[src/rtl/ivt_pkg.sv]
package ivt_pkg;
  localparam int unsigned OFS_CTRL   = 'h00;
  localparam int unsigned OFS_STAT   = 'h04;
  localparam int unsigned OFS_ACKVAL = 'h08;
  localparam int unsigned OFS_IMAGE  = 'h0C;
  localparam int unsigned BIT_RUN    = 24;
  localparam int unsigned BIT_IEN    = 25;
endpackage

[src/rtl/ivt_prescaler.sv]
module ivt_prescaler #(
  parameter int unsigned DIV = 16
) (
  input  logic clk,
  input  logic rst,
  input  logic active,
  output logic tick
);
  localparam int unsigned W = (DIV > 1) ? $clog2(DIV) : 1;
  localparam logic [W-1:0] LAST = W'(DIV - 1);

  logic [W-1:0] phase;

  assign tick = active && (phase == LAST);

  always_ff @(posedge clk) begin
    if (rst || !active) phase <= '0;
    else if (tick)      phase <= '0;
    else                phase <= phase + 1'b1;
  end
endmodule

[src/rtl/ivt_counter.sv]
module ivt_counter #(
  parameter int unsigned CNT_W  = 20,
  parameter int unsigned PCNT_W = 12
) (
  input  logic              clk,
  input  logic              rst,
  input  logic              tick,
  input  logic [CNT_W-1:0]  period,
  input  logic              ack,
  output logic [CNT_W-1:0]  ivl,
  output logic [PCNT_W-1:0] pcnt,
  output logic              flag
);
  localparam logic [PCNT_W-1:0] PMAX = '1;

  logic wrap;
  assign wrap = tick && (ivl >= period);

  always_ff @(posedge clk) begin
    if (rst) begin
      ivl  <= '0;
      pcnt <= '0;
      flag <= 1'b0;
    end else begin
      if (tick) ivl <= wrap ? '0 : ivl + 1'b1;
      if (wrap) begin
        flag <= 1'b1;
        if (ack)              pcnt <= PCNT_W'(1);
        else if (pcnt != PMAX) pcnt <= pcnt + 1'b1;
      end else if (ack) begin
        flag <= 1'b0;
        pcnt <= '0;
      end
    end
  end
endmodule

[src/rtl/interval_timer.sv]
module interval_timer #(
  parameter int unsigned ADDR_W = 5,
  parameter int unsigned DATA_W = 32,
  parameter int unsigned CNT_W  = 20,
  parameter int unsigned PCNT_W = 12,
  parameter int unsigned DIV    = 16
) (
  input  logic              clk,
  input  logic              rst,
  input  logic [ADDR_W-1:0] bus_addr,
  input  logic              bus_we,
  input  logic [DATA_W-1:0] bus_wdata,
  input  logic              bus_re,
  output logic [DATA_W-1:0] bus_rdata,
  output logic              irq
);
  import ivt_pkg::*;

  localparam int unsigned PAD_W = DATA_W - CNT_W - PCNT_W;

  logic [CNT_W-1:0]  period;
  logic              run_en;
  logic              irq_en;
  logic              tick;
  logic              ack;
  logic [CNT_W-1:0]  ivl;
  logic [PCNT_W-1:0] pcnt;
  logic              flag;
  logic [DATA_W-1:0] ctrl_view;
  logic [DATA_W-1:0] cnt_view;
  logic [DATA_W-1:0] rd_mux;

  always_ff @(posedge clk) begin
    if (rst) begin
      period <= '0;
      run_en <= 1'b0;
      irq_en <= 1'b0;
    end else if (bus_we && bus_addr == ADDR_W'(OFS_CTRL)) begin
      period <= bus_wdata[CNT_W-1:0];
      run_en <= bus_wdata[BIT_RUN];
      irq_en <= bus_wdata[BIT_IEN];
    end
  end

  assign ack = bus_re && (bus_addr == ADDR_W'(OFS_ACKVAL));

  ivt_prescaler #(.DIV(DIV)) u_presc (
    .clk    (clk),
    .rst    (rst),
    .active (run_en || (ivl != '0)),
    .tick   (tick)
  );

  ivt_counter #(.CNT_W(CNT_W), .PCNT_W(PCNT_W)) u_cnt (
    .clk    (clk),
    .rst    (rst),
    .tick   (tick),
    .period (period),
    .ack    (ack),
    .ivl    (ivl),
    .pcnt   (pcnt),
    .flag   (flag)
  );

  generate
    if (PAD_W > 0) begin : g_pad
      assign cnt_view = {pcnt, {PAD_W{1'b0}}, ivl};
    end else begin : g_nopad
      assign cnt_view = {pcnt, ivl};
    end
  endgenerate

  always_comb begin
    ctrl_view = '0;
    ctrl_view[CNT_W-1:0] = period;
    ctrl_view[BIT_RUN]   = run_en;
    ctrl_view[BIT_IEN]   = irq_en;
  end

  always_comb begin
    case (bus_addr)
      ADDR_W'(OFS_CTRL):   rd_mux = ctrl_view;
      ADDR_W'(OFS_STAT):   rd_mux = DATA_W'(flag);
      ADDR_W'(OFS_ACKVAL),
      ADDR_W'(OFS_IMAGE):  rd_mux = cnt_view;
      default:             rd_mux = '0;
    endcase
  end

  always_ff @(posedge clk) begin
    if (rst) begin
      bus_rdata <= '0;
      irq       <= 1'b0;
    end else begin
      if (bus_re) bus_rdata <= rd_mux;
      irq <= irq_en && flag;
    end
  end
endmodule

[config.mk]
export PLATFORM = sky130hd
export DESIGN_NAME = interval_timer
export DESIGN_NICKNAME = d
export VERILOG_FILES = /design/src/rtl/ivt_pkg.sv /design/src/rtl/ivt_prescaler.sv /design/src/rtl/ivt_counter.sv /design/src/rtl/interval_timer.sv
export SDC_FILE = /design/constraint.sdc
export NUM_CORES = 1
export LEC_CHECK = 0
export BUFFER_PORTS_ARGS = -buffer_cell sky130_fd_sc_hd__buf_2
export CAP_MARGIN = 40
export CELL_PAD_IN_SITES_DETAIL_PLACEMENT = 1
export CELL_PAD_IN_SITES_GLOBAL_PLACEMENT = 2
export CORE_MARGIN = 4
export CORE_UTILIZATION = 34
export CTS_BUF_LIST = sky130_fd_sc_hd__clkbuf_8 sky130_fd_sc_hd__clkbuf_16
export DETAILED_ROUTE_END_ITERATION = 7
export PLACE_DENSITY_LB_ADDON = 0.1
export RECOVER_POWER = 50
export SKIP_LAST_GASP = 1
export SLEW_MARGIN = 40
export SYNTH_ARGS = -nofsm -noshare
export SYNTH_HDL_FRONTEND = slang
export SYNTH_HIERARCHICAL = 1
export SYNTH_SLANG_ARGS = --single-unit
[constraint.sdc]
create_clock -name clk -period 3.3 [get_ports clk]
set_clock_uncertainty 0.05 [all_clocks]
set_input_delay 0.495 -clock clk [delete_from_list [all_inputs] [get_ports clk]]
set_output_delay 0.495 -clock clk [all_outputs]
set_load 0.01 [all_outputs]
==> results.yml <==
setup_path:
  setup.worst_path.end_class: "register"
  crit_top_cell: "nor2_1"
  required_ps: 3520
  crit_buf_inv: 3
  endpoint: "u_cnt/ivl[12]"
  crit_fanout: 20
  worst-setup-path-type: "reg -> reg"
  cp.depth: 12
  r2r_slack_ps: 410
  slowest_stage: "or4_1"
  r2r_start: "u_cnt/ivl[15]"
  critPathLaunch: "u_cnt/ivl[15]"
  crit_family: "simple AND/OR/NAND/NOR gates"
  ff2ff_path_depth: 12
  reg2reg_to: "u_cnt/ivl[12]"
  startpoint_type: "register"
  max_stage_delay_ps: 510
  cp_data_arrival_time_ps: 3110
  worstPathCellList: "or4_1, or4_1, inv_1, nor2_1, and3_1, nand3_1, nor2_1, a221oi_4, buf_12, nand2b_1, buf_4, nor2_1"
layout:
  final_util_pct: 41.0
  stdcell_count: 779
  antennaDiodeCount: 0
  layout-drive-gt1-share_pct: 11.9
  final.fill_count: 1611
  area_growth_pct: 18.4
  fin_nets: 664
grt:
  overflow: 0
  grt_pass1_wl_mm: 20.8
  antenna_found_initial: 0
  grt_max_degree: 34
  grt_pass1_vias: 4071
  grt_usage_pct: 17.5
timing:
  fin_setup_tns_ps: 0
  finalSetupViolCount: 0
  maxSlewViolCount: 0
  finalHoldViolCount: 0
  fmax_mhz: 346
  relSlewSlack_pct: 20.4
  finalCritPeriodShare_pct: 87.6
  worst_pin_slew_ps: 1190
  rsz0062_at_grt: "no"
  whs_ps: 357
  period_minus_slack_ps: 2890
cts:
  hold_buffers: 0
  cts.repair.resized: 0
  clk_latency_ps: 340
  postCtsSetupBuffers: 0
  cts_max_level: 3
  root_buffer: "clkbuf_16"
  cts.clk_slew.worst_paths_ps: 60
  clk_path_buf_depth: 2
  tritoncts: "yes"
  cts_buffers: 9
  cts_num_sinks: 92
drt:
  drt-initial-drc-count: 158
  routedWlPerCell_um: 16.3
  viasPerCell: 5.09
  vias: 3964
  drt_wl_total_mm: 12.7
  firstDrtPassIters: 4
  ant_nets: 0
  drc: 0
run:
  maxCapViolations: 0
pwr:
  p_per_area_nw_per_um2: 409
  vdd_drop_max_mv: 0.237
  leakage_uw: 0.00191
yosys:
  synthFlopType: "dfxtp_1"
  synthCells: 529
  synth_edf_count: 0
  syn_avg_cell_area_um2: 8.63
  synthesis.area_um2: 4570
  yosysSeqAreaShare_pct: 40.3
  ys_seq_elements: 92
  synth_fp_nets: 593
  yosys.cell_types.count: 48
  yosysWarnings: 6
  async_flop_share_pct: 0
status:
  status: "finished, final reports clean"
placement:
  place_inst: 765
  numPortBuffers: 63
  place.gp.congestion: 0.807
  place_hpwl_mm: 9.05
floorplanning:
  rows: 42
  io_pins: 74
  initial_utilization_pct: 34.6
  dieArea_um2: 15400
  die_w_um: 124
  die_y_um: 124
  core_area_um2: 13200
worst_hold_path:
  holdCritPathClass: "in -> reg"
## Yosys cell counts, types with 2 or more instances
| cell | number | area, µm² |
|---|---|---|
| a211oi_1 | 2 | 15.0 |
| a21oi_1 | 40 | 200 |
| a311oi_1 | 2 | 17.5 |
| a31oi_1 | 2 | 12.5 |
| a32oi_1 | 10 | 87.6 |
| and3_1 | 5 | 31.3 |
| and4_1 | 3 | 26.3 |
| buf_1 | 3 | 11.3 |
| buf_2 | 6 | 30.0 |
| buf_4 | 3 | 22.5 |
| clkbuf_1 | 15 | 56.3 |
| dfxtp_1 | 92 | 1840 |
| ha_1 | 23 | 288 |
| inv_1 | 23 | 86.3 |
| mux2i_1 | 24 | 240 |
| nand2_1 | 41 | 154 |
| nand2b_1 | 48 | 300 |
| nand3_1 | 13 | 65.1 |
| nand4_1 | 11 | 68.8 |
| nor2_1 | 49 | 184 |
| nor2_2 | 2 | 12.5 |
| nor3_1 | 8 | 40.0 |
| nor3b_1 | 21 | 158 |
| nor4_1 | 4 | 25.0 |
| o21a_1 | 2 | 15.0 |
| o21ai_0 | 24 | 120 |
| o21ai_1 | 2 | 10.0 |
| o31ai_1 | 5 | 37.5 |
| or3_1 | 2 | 12.5 |
| or4_1 | 7 | 52.6 |
| xnor2_1 | 8 | 70.1 |
| xor2_1 | 13 | 114 |
## cells in the final DEF (no fill, tap or decap), types with 21 or more instances in the layout
cell type  count
buf_4         22
nor3b_1       21
buf_2         28
ha_1          23
inv_1         25
dfxtp_1       92
clkbuf_1      37
nand2_1       41
mux2i_1       24
nor2_1        49
o21ai_0       26
a21oi_1       40
nand2b_1      48
## metal layers
| layer | global-route usage [%] | wire length (µm) |
|---|---|---|
| met5 | 0 | 0 |
| met2 | 28.7 | 5950 |
| met4 | 5.95 | 173 |
| met3 | 2.50 | 353 |
| met1 | 23.6 | 6210 |
## logic make-up after synthesis
logic type / count (synthesis) / share of synthesized area, %
multiplexers: 25 / 5.51
AND/OR/NAND/NOR: 220 / 25.9
flip-flops: 92 / 40.3
buffers and inverters: 52 / 4.85
adder cells (fa/ha/maj): 23 / 6.30
AO/OA/AOI/OAI: 96 / 13.1
XOR/XNOR: 21 / 4.03
## area by class of cell
type / instances / area (µm²) / area share, %
Timing Repair Buffer: 88 / 464 / 8.59
Tap cell: 176 / 220 / 4.07
Sequential cell: 92 / 1840 / 34.1
Clock inverter: 5 / 47.5 / 0.879
Inverter: 24 / 90.1 / 1.67
Multi-Input combinational cell: 385 / 2520 / 46.6
Clock buffer: 9 / 225 / 4.17
## state kept, by name, summed over array words and instances, names as in the netlist
name           flops
run_en             1
irq_en             1
period            20
bus_rdata         32
irq                1
u_cnt/pcnt        12
u_cnt/ivl         20
u_cnt/flag         1
u_presc/phase      4
## stage by stage
stage	setup slack, ps	total power (µW)	area [µm²]
after floorplan	431	1200	4570
after global placement	460	1240	5190
after detailed placement	373	1240	5190
after CTS	374	2240	5460
after global routing	198	2290	5410
final	411	2210	5410
## worst min path at each step
stage / depth (start not counted) / endpoint / from
global route: 3 / period[18] / bus_wdata[18]
finish: 3 / period[12] / bus_wdata[12]
detailed placement: 2 / bus_rdata[12] / bus_rdata[12]
floorplan: 1 / u_presc/phase[0] / u_presc/phase[0]
CTS: 3 / period[12] / bus_wdata[12]
global placement: 1 / u_presc/phase[0] / u_presc/phase[0]
## where the power goes
part           switching, µW  leakage, µW  internal [µW]
Clock                    428     0.000144            571
Sequential              1.56     0.000741           1110
Combinational           61.6      0.00102           36.2
## worst min-delay path: cells and delay by family
kind / cells / cell delay [ps]
mux: 1 / 60
simple gates: 1 / 50
buf+inv: 1 / 100
(Power assumes the default switching activity.)
